$ cat src/rtl/sn_pkg.sv
package sn_pkg;
  typedef enum logic [1:0] {
    MODE_SS  = 2'd0,
    MODE_SU  = 2'd1,
    MODE_UU  = 2'd2,
    MODE_RSV = 2'd3
  } nar_mode_e;

  localparam logic [1:0] SIZE_RSV = 2'd3;
  localparam int NUM_SIZES = 3;
endpackage

$ cat src/rtl/sn_mode_dec.sv
module sn_mode_dec
  import sn_pkg::*;
(
  input  logic [1:0] mode_i,
  input  logic [1:0] size_i,
  output logic       src_signed_o,
  output logic       dst_signed_o,
  output logic       legal_o
);
  always_comb begin
    src_signed_o = 1'b0;
    dst_signed_o = 1'b0;
    case (nar_mode_e'(mode_i))
      MODE_SS: begin src_signed_o = 1'b1; dst_signed_o = 1'b1; end
      MODE_SU: begin src_signed_o = 1'b1; dst_signed_o = 1'b0; end
      MODE_UU: begin src_signed_o = 1'b0; dst_signed_o = 1'b0; end
      default: begin src_signed_o = 1'b0; dst_signed_o = 1'b0; end
    endcase
    legal_o = (nar_mode_e'(mode_i) != MODE_RSV) && (size_i != SIZE_RSV);
  end
endmodule

$ cat src/rtl/sn_lane.sv
module sn_lane #(
  parameter int OUT_W = 8
) (
  input  logic [2*OUT_W-1:0] wide_i,
  input  logic               src_signed_i,
  input  logic               dst_signed_i,
  output logic [OUT_W-1:0]   nar_o,
  output logic               sat_o
);
  localparam int IW = 2 * OUT_W;
  localparam int XW = IW + 1;

  logic signed [XW-1:0] val;
  logic signed [XW-1:0] hi;
  logic signed [XW-1:0] lo;

  // One extended signed domain covers both source interpretations.
  always_comb begin
    val = $signed({src_signed_i & wide_i[IW-1], wide_i});
    if (dst_signed_i) begin
      hi = $signed((XW'(1) << (OUT_W - 1)) - XW'(1));
      lo = -$signed(XW'(1) << (OUT_W - 1));
    end else begin
      hi = $signed((XW'(1) << OUT_W) - XW'(1));
      lo = '0;
    end
    if (val > hi) begin
      nar_o = hi[OUT_W-1:0];
      sat_o = 1'b1;
    end else if (val < lo) begin
      nar_o = lo[OUT_W-1:0];
      sat_o = 1'b1;
    end else begin
      nar_o = wide_i[OUT_W-1:0];
      sat_o = 1'b0;
    end
  end
endmodule

$ cat src/rtl/sn_narrow_core.sv
module sn_narrow_core
  import sn_pkg::*;
#(
  parameter int HALF_W = 64
) (
  input  logic [2*HALF_W-1:0] src_i,
  input  logic [1:0]          size_i,
  input  logic                src_signed_i,
  input  logic                dst_signed_i,
  input  logic                scalar_i,
  output logic [HALF_W-1:0]   res_o,
  output logic                sat_o
);
  logic [HALF_W-1:0] res_by_size [NUM_SIZES];
  logic              sat_by_size [NUM_SIZES];

  for (genvar k = 0; k < NUM_SIZES; k++) begin : g_size
    localparam int OW = 8 << k;
    localparam int NL = HALF_W / OW;
    logic [HALF_W-1:0] lane_res;
    logic [NL-1:0]     lane_sat;

    for (genvar l = 0; l < NL; l++) begin : g_lane
      sn_lane #(.OUT_W(OW)) u_lane (
        .wide_i       (src_i[l*2*OW +: 2*OW]),
        .src_signed_i (src_signed_i),
        .dst_signed_i (dst_signed_i),
        .nar_o        (lane_res[l*OW +: OW]),
        .sat_o        (lane_sat[l])
      );
    end

    assign res_by_size[k] = scalar_i ? {{(HALF_W-OW){1'b0}}, lane_res[OW-1:0]} : lane_res;
    assign sat_by_size[k] = scalar_i ? lane_sat[0] : |lane_sat;
  end

  always_comb begin
    res_o = '0;
    sat_o = 1'b0;
    for (int k = 0; k < NUM_SIZES; k++) begin
      if (size_i == 2'(k)) begin
        res_o = res_by_size[k];
        sat_o = sat_by_size[k];
      end
    end
  end
endmodule

$ cat src/rtl/sat_narrow_unit.sv
module sat_narrow_unit #(
  parameter int HALF_W = 64,
  localparam int VEC_W = 2 * HALF_W
) (
  input  logic             clk,
  input  logic             rst,
  input  logic             start_i,
  input  logic [VEC_W-1:0] src_i,
  input  logic [VEC_W-1:0] dst_old_i,
  input  logic [1:0]       size_i,
  input  logic [1:0]       mode_i,
  input  logic             scalar_i,
  input  logic             upper_i,
  input  logic             qc_clr_i,
  output logic [VEC_W-1:0] dst_o,
  output logic             done_o,
  output logic             illegal_o,
  output logic             qc_o
);
  logic              src_signed;
  logic              dst_signed;
  logic              legal;
  logic [HALF_W-1:0] res;
  logic              any_sat;
  logic [VEC_W-1:0]  merged;
  logic              go;

  sn_mode_dec u_dec (
    .mode_i       (mode_i),
    .size_i       (size_i),
    .src_signed_o (src_signed),
    .dst_signed_o (dst_signed),
    .legal_o      (legal)
  );

  sn_narrow_core #(.HALF_W(HALF_W)) u_core (
    .src_i        (src_i),
    .size_i       (size_i),
    .src_signed_i (src_signed),
    .dst_signed_i (dst_signed),
    .scalar_i     (scalar_i),
    .res_o        (res),
    .sat_o        (any_sat)
  );

  assign go = start_i & legal;

  always_comb begin
    if (!scalar_i && upper_i) merged = {res, dst_old_i[HALF_W-1:0]};
    else                      merged = {{HALF_W{1'b0}}, res};
  end

  always_ff @(posedge clk) begin
    if (rst) begin
      dst_o     <= '0;
      done_o    <= 1'b0;
      illegal_o <= 1'b0;
      qc_o      <= 1'b0;
    end else begin
      done_o    <= start_i;
      illegal_o <= start_i & ~legal;
      if (go) dst_o <= merged;
      qc_o <= (qc_o & ~qc_clr_i) | (go & any_sat);
    end
  end
endmodule

$ cat config.mk
export PLATFORM = sky130hd
export DESIGN_NAME = sat_narrow_unit
export DESIGN_NICKNAME = d
export VERILOG_FILES = /design/src/rtl/sn_pkg.sv /design/src/rtl/sn_mode_dec.sv /design/src/rtl/sn_lane.sv /design/src/rtl/sn_narrow_core.sv /design/src/rtl/sat_narrow_unit.sv
export SDC_FILE = /design/constraint.sdc
export NUM_CORES = 1
export LEC_CHECK = 0
export CAP_MARGIN = 5
export CORE_AREA = 2 2 154 156
export CTS_CLUSTER_SIZE = 28
export DETAILED_ROUTE_END_ITERATION = 10
export DIE_AREA = 0 0 156 158
export DONT_BUFFER_PORTS = 1
export GPL_ROUTABILITY_DRIVEN = 0
export PLACE_DENSITY_LB_ADDON = 0.12
export REMOVE_ABC_BUFFERS = 1
export SLEW_MARGIN = 20
export SYNTH_ARGS = -nofsm -noshare
export SYNTH_HDL_FRONTEND = slang
export SYNTH_SLANG_ARGS = --single-unit
export TNS_END_PERCENT = 1
$ cat constraint.sdc
create_clock -name clk -period 10.4 [get_ports clk]
set_input_delay 1.04 -clock clk [delete_from_list [all_inputs] [get_ports clk]]
set_output_delay 1.04 -clock clk [all_outputs]
set_load 0.02 [all_outputs]
==> results of run 1 <==
[layer usage]
metal	up-vias	global-route usage (%)	routed length, um	part of all wire (%)
met5	-	0	13	0.032
met4	2	11.0	1250	3.0
met3	89	8.81	3320	8.1
met2	461	55.2	19700	48
met1	5518	38.4	16700	41
li1	5545	-	-	-
[logic make-up (layout without fill, tap and decap cells)]
logic type / Yosys count / after routing / synth area share (%)
buf+inv: 121 / 91 / 4.10
flops: 131 / 131 / 23.6
simple gates: 473 / 473 / 21.7
mux: 5 / 5 / 0.462
xor+xnor: 9 / 9 / 0.710
fa+ha+maj: 140 / 140 / 15.8
compound gates: 585 / 585 / 33.6
[path summary, 6_finish.rpt]
check	to	slack, ns	depth (start not counted)
min	dst_o[108]	0.55	2
min reg2reg	dst_o[108]	0.55	2
max reg2reg	qc_o	9.20	3
max	dst_o[99]	5.37	12
[power by group]
group	internal [W]	total [W]	switching, W	leakage, nW
combinational	0.000129	0.000350	0.000222	3.29
sequential	0.000526	0.000573	0.0000468	1.07
clock	0.000336	0.000588	0.000252	0.261
[registers in the layout, indices dropped and copies added (netlist names)]
name	cells
dst_o	128
done_o	1
illegal_o	1
qc_o	1
[worst reg2reg max path, cell delays in order (launching register included)]
cell	delay (ns)
dfxtp_1	0.47
nor2b_1	0.29
a21oi_1	0.07
a311oi_1	0.27
[layout make-up]
type | count | area [um^2] | share of cell area [%]
clock inverters | 14 | 129 | 1.08
well taps | 290 | 363 | 3.05
inverters | 39 | 149 | 1.25
multi-input cells | 1212 | 8050 | 67.6
clock buffers | 18 | 439 | 3.69
repair buffers | 20 | 150 | 1.26
flip-flops and latches | 131 | 2620 | 22.0
[metrics by stage]
step	cell area, um^2	util (%)	setup WS [ns]	total power [W]	instances
after global placement	11300	49.2	5.15	0.000920	1692
final	11900	51.6	5.37	0.00151	1724
after floorplan	10800	-	1.95	0.000827	1382
after CTS	11900	51.6	5.56	0.00152	1724
after detailed placement	11300	49.2	5.09	0.000928	1692
after global routing	11900	51.6	5.15	0.00159	1724
[synthesized netlist by cell type (all sizes together) (22+ instances only)]
master,count
a21oi,160
o21ai,146
nand2,141
ha,140
dfxtp,131
nor2,76
clkbuf,75
nand3,54
o31ai,54
inv,39
a31oi,38
nor4,37
nand4,31
nor3,27
a21o,24
o211ai,22
==> results.json, run 1 <==
{
  "hpwl_mm": 30.1,
  "fin_crit_sh_pct": 48.4,
  "crit_family": "compound AO/OA/AOI/OAI gates",
  "die_w_um": 156,
  "synthCells": 1464,
  "ys_seq_area_share_pct": 23.6,
  "track_usage_pct": 32.0,
  "post_cts.repair.setup_buffers": 0,
  "dr.pass1.iters": 6,
  "avgSynthCellArea_um2": 7.58,
  "netlist_area_um2": 11100,
  "fp.dieArea_um2": 24600,
  "crit_path_max_incr_delay_ns": 0.81,
  "rsz0062_at_grt": "false",
  "critPathLaunchType": "input port",
  "synth_top_area_share_pct": 23.6,
  "cp.buffers_inverters": 2,
  "ios": 397,
  "clk_latency_ns": 0.43,
  "synth-main-ff-cell": "dfxtp_1",
  "mostFrequentLayoutCells": "a21oi_1 (160), nand2_1 (140), ha_1 (140), o21ai_0 (132), dfxtp_1 (131)",
  "htreeDepth": 4,
  "synth-seq-cells": 131,
  "max_slew.worst_pin.slew_ns": 1.08,
  "worstHoldStart": "dst_o[108]",
  "path_cells": "nor2_4, inv_4, ha_1, and4_1, a21o_1, a2111oi_1, nor2_1, buf_4, o31ai_1, o211ai_1, a21boi_0, o21ai_1",
  "tns_ns": 0,
  "criticalPathCategory": "input port to flip-flop",
  "netlist_top_cells_area": "dfxtp_1 (24%), ha_1 (16%), a21oi_1 (7.2%)",
  "drive_gt1_share_pct": 5.72,
  "synth.distinct_cells": 74,
  "coreArea_um2": 23100,
  "drt_iter0_drc": 926,
  "grt_max_degree": 79,
  "ir_worst_vdd_uv": 81.7,
  "die_height_um": 158,
  "initial_core_util_pct": 48.2,
  "p_leak_nw": 4.62,
  "required_ns": 10.71,
  "fin_crit_ns": 5.03,
  "cts_tree": "done",
  "area_growth_pct": 7.21,
  "setup_viol_count_final": 0,
  "power_density_nw_per_um2": 127,
  "fp-row-count": 56,
  "path_max_fanout": 78,
  "final_common_cell": "a21oi_1",
  "via_per_inst": 6.74,
  "clk_pin_slew_worst_paths_ns": 0.06,
  "max_freq_mhz": 199,
  "hold_viol": 0,
  "cts_buffer_depth": 2,
  "drtAntennaViolNets": 0,
  "vias": 11615,
  "hold_slack_ns": 0.547,
  "antenna_found_initial": 1,
  "cap_violations": 0,
  "antenna_cells": 0,
  "nets": 1827,
  "avgRoutedWirePerCell_um": 23.8,
  "yosys.area.top_type": "dfxtp_1",
  "synth_edf_count": 0,
  "outcome": "finished, final reports clean",
  "ctsResizeCount": 0,
  "synth_warnings": 0,
  "num-fill-cells": 2281,
  "grt_pass1_vias": 11035,
  "clock_sinks": 131,
  "cts_buffers": 17,
  "io_buffers": 0,
  "cp.arrival_ns": 5.34,
  "worst_path_max_delay_cell": "o31ai_1",
  "min_path_type": "flip-flop to flip-flop",
  "route.detailed.drc": 0,
  "synthArstFlopShare_pct": 0,
  "slew_violations": 0,
  "routed_wl_mm": 41.0,
  "end_kind": "flip-flop",
  "slew_headroom_pct": 27.5,
  "cp-startpoint": "mode_i[1]",
  "cts_hold_buf": 0,
  "grt_overflow": 0,
  "skew_ns": 0,
  "cts_root_buffer": "clkbuf_16",
  "grt_pass1_wl_mm": 61.9,
  "r2r-start": "qc_o"
}
(Power assumes the default switching activity.)
==> run 2: changes to the inputs <==
==> constraint.sdc (replaced) <==
create_clock -name clk -period 4.35 [get_ports clk]
set_input_delay 0.435 -clock clk [delete_from_list [all_inputs] [get_ports clk]]
set_output_delay 0.435 -clock clk [all_outputs]
set_load 0.02 [all_outputs]
==> run 2 against run 1 <==
  * Non-clock buffer count rose by 9
  * Critical endpoint is now dst_o[101]
  * Cell count rose by 0.64%
  * Largest cell class unchanged
  * Routed wire length rose by 0.10%
  * Clock power grew 130%
  * Setup slack got worse by 4.6 ns
  * Hold slack worse by 0.48 ns
  * Largest power group is now registers
  * Critical path depth is the same
==> results.json, run 2 (synthesized netlist as in run 1, its figures left out) <==
{
  "outcome": "finished, final reports clean",
  "total_power_w": 0.00357,
  "via_per_inst": 6.72,
  "cap_violations": 0,
  "cts_root_buffer": "clkbuf_16",
  "drt_iter0_drc": 921,
  "largest_reg_flops": 128,
  "p_leak_nw": 4.67,
  "hpwl_mm": 30.7,
  "initial_core_util_pct": 48.2,
  "top_register": "dst_o",
  "nets": 1836,
  "cp.buffers_inverters": 2,
  "use_met3_pct": 8.49,
  "fin_crit_ns": 3.60,
  "area.sequential_um2": 2620,
  "grt_pass1_vias": 10897,
  "io_buffers": 0,
  "die_w_um": 156,
  "place_area_um2": 11400,
  "hold_slack_ns": 0.0622,
  "mostFrequentLayoutCells": "a21oi_1 (160), nand2_1 (140), ha_1 (140), o21ai_0 (132), dfxtp_1 (131)",
  "grt_max_degree": 66,
  "slew_headroom_pct": 30.3,
  "fp.dieArea_um2": 24600,
  "tns_ns": 0,
  "power_density_nw_per_um2": 298,
  "ios": 397,
  "hold_viol": 0,
  "grt_overflow": 0,
  "ir_worst_vdd_uv": 209,
  "path_cells": "nor2_4, inv_4, buf_4, ha_1, and3_1, a221o_1, a211o_1, a21oi_1, a21o_1, o211ai_1, a21boi_0, o21ai_1",
  "ctsResizeCount": 0,
  "area_growth_pct": 7.80,
  "die_height_um": 158,
  "htreeDepth": 4,
  "grt_use_met2_pct": 54.9,
  "drtAntennaViolNets": 0,
  "crit_path_max_incr_delay_ns": 0.48,
  "route.detailed.drc": 0,
  "setup_viol_count_final": 0,
  "cts_hold_buf": 0,
  "num-fill-cells": 2276,
  "end_kind": "flip-flop",
  "use_met1_pct": 38.7,
  "critPathLaunchType": "input port",
  "worst_path_max_delay_cell": "o211ai_1",
  "cts_buffers": 17,
  "criticalPathCategory": "input port to flip-flop",
  "cp.arrival_ns": 3.92,
  "drive_gt1_share_pct": 6.38,
  "routed_wl_mm": 41.0,
  "crit_family": "compound AO/OA/AOI/OAI gates",
  "slew_violations": 0,
  "fin_area_um2": 12000,
  "clock_sinks": 131,
  "fp-row-count": 56,
  "multiInputGateArea_um2": 8050,
  "post_cts.repair.setup_buffers": 0,
  "antenna_found_initial": 2,
  "clk_latency_ns": 0.42,
  "cts_buffer_depth": 2,
  "track_usage_pct": 32.0,
  "path_max_fanout": 49,
  "clk_pin_slew_worst_paths_ns": 0.06,
  "vias": 11651,
  "required_ns": 4.66,
  "skew_ns": 0,
  "top_usage_layer": "met2",
  "min_path_type": "input port to flip-flop",
  "max_freq_mhz": 278,
  "coreArea_um2": 23100,
  "fin_crit_sh_pct": 82.8,
  "max_slew.worst_pin.slew_ns": 1.04,
  "grt_pass1_wl_mm": 61.8,
  "dr.pass1.iters": 6,
  "final_common_cell": "a21oi_1",
  "rsz0062_at_grt": "false",
  "cts_tree": "done",
  "avgRoutedWirePerCell_um": 23.6
}
## run 2: cell types whose count changed in the layout (fill, tap and decap cells not counted), sizes merged
cell,delta
buf,+9
clkinvlp,-3
bufinv,-1
diode,+2
clkinv,+4
## run 2: metal layers
layer	share of wire, %	vias to the layer above
met4	3.1	0
met2	47	498
met3	9.1	77
met1	40	5502
li1	-	5574
met5	0	-
## run 2: cell type report
class                           count  share of cell area [%]
Antenna cell                        2                  0.0418
Multi-Input combinational cell   1212                    67.3
Tap cell                          290                    3.03
Clock buffer                       18                    3.67
Timing Repair Buffer               29                    1.92
Clock inverter                     14                   0.889
Inverter                           39                    1.24
Sequential cell                   131                    21.9
## run 2: worst paths after layout
kind | endpoint | start | slack, ns | depth (start not counted)
setup / recovery | dst_o[101] | mode_i[1] | 0.75 | 12
hold / removal | dst_o[42] | rst | 0.06 | 1
setup reg to reg | qc_o | qc_o | 3.17 | 3
hold reg to reg | dst_o[108] | dst_o[108] | 0.55 | 2
## run 2: stage by stage
stage | worst slack, ns | instances | utilization [%]
after floorplan | -3.49 | 1382 | -
after global placement | 0.486 | 1700 | 49.5
after detailed placement | 0.398 | 1701 | 49.5
after CTS | 0.839 | 1733 | 51.9
after global routing | 0.494 | 1734 | 51.9
final | 0.748 | 1735 | 51.9
## run 2: where the power goes
group | switching [W] | internal [W] | leakage, nW
Clock | 0.000608 | 0.000749 | 0.264
Combinational | 0.000531 | 0.000315 | 3.34
Sequential | 0.000111 | 0.00126 | 1.07
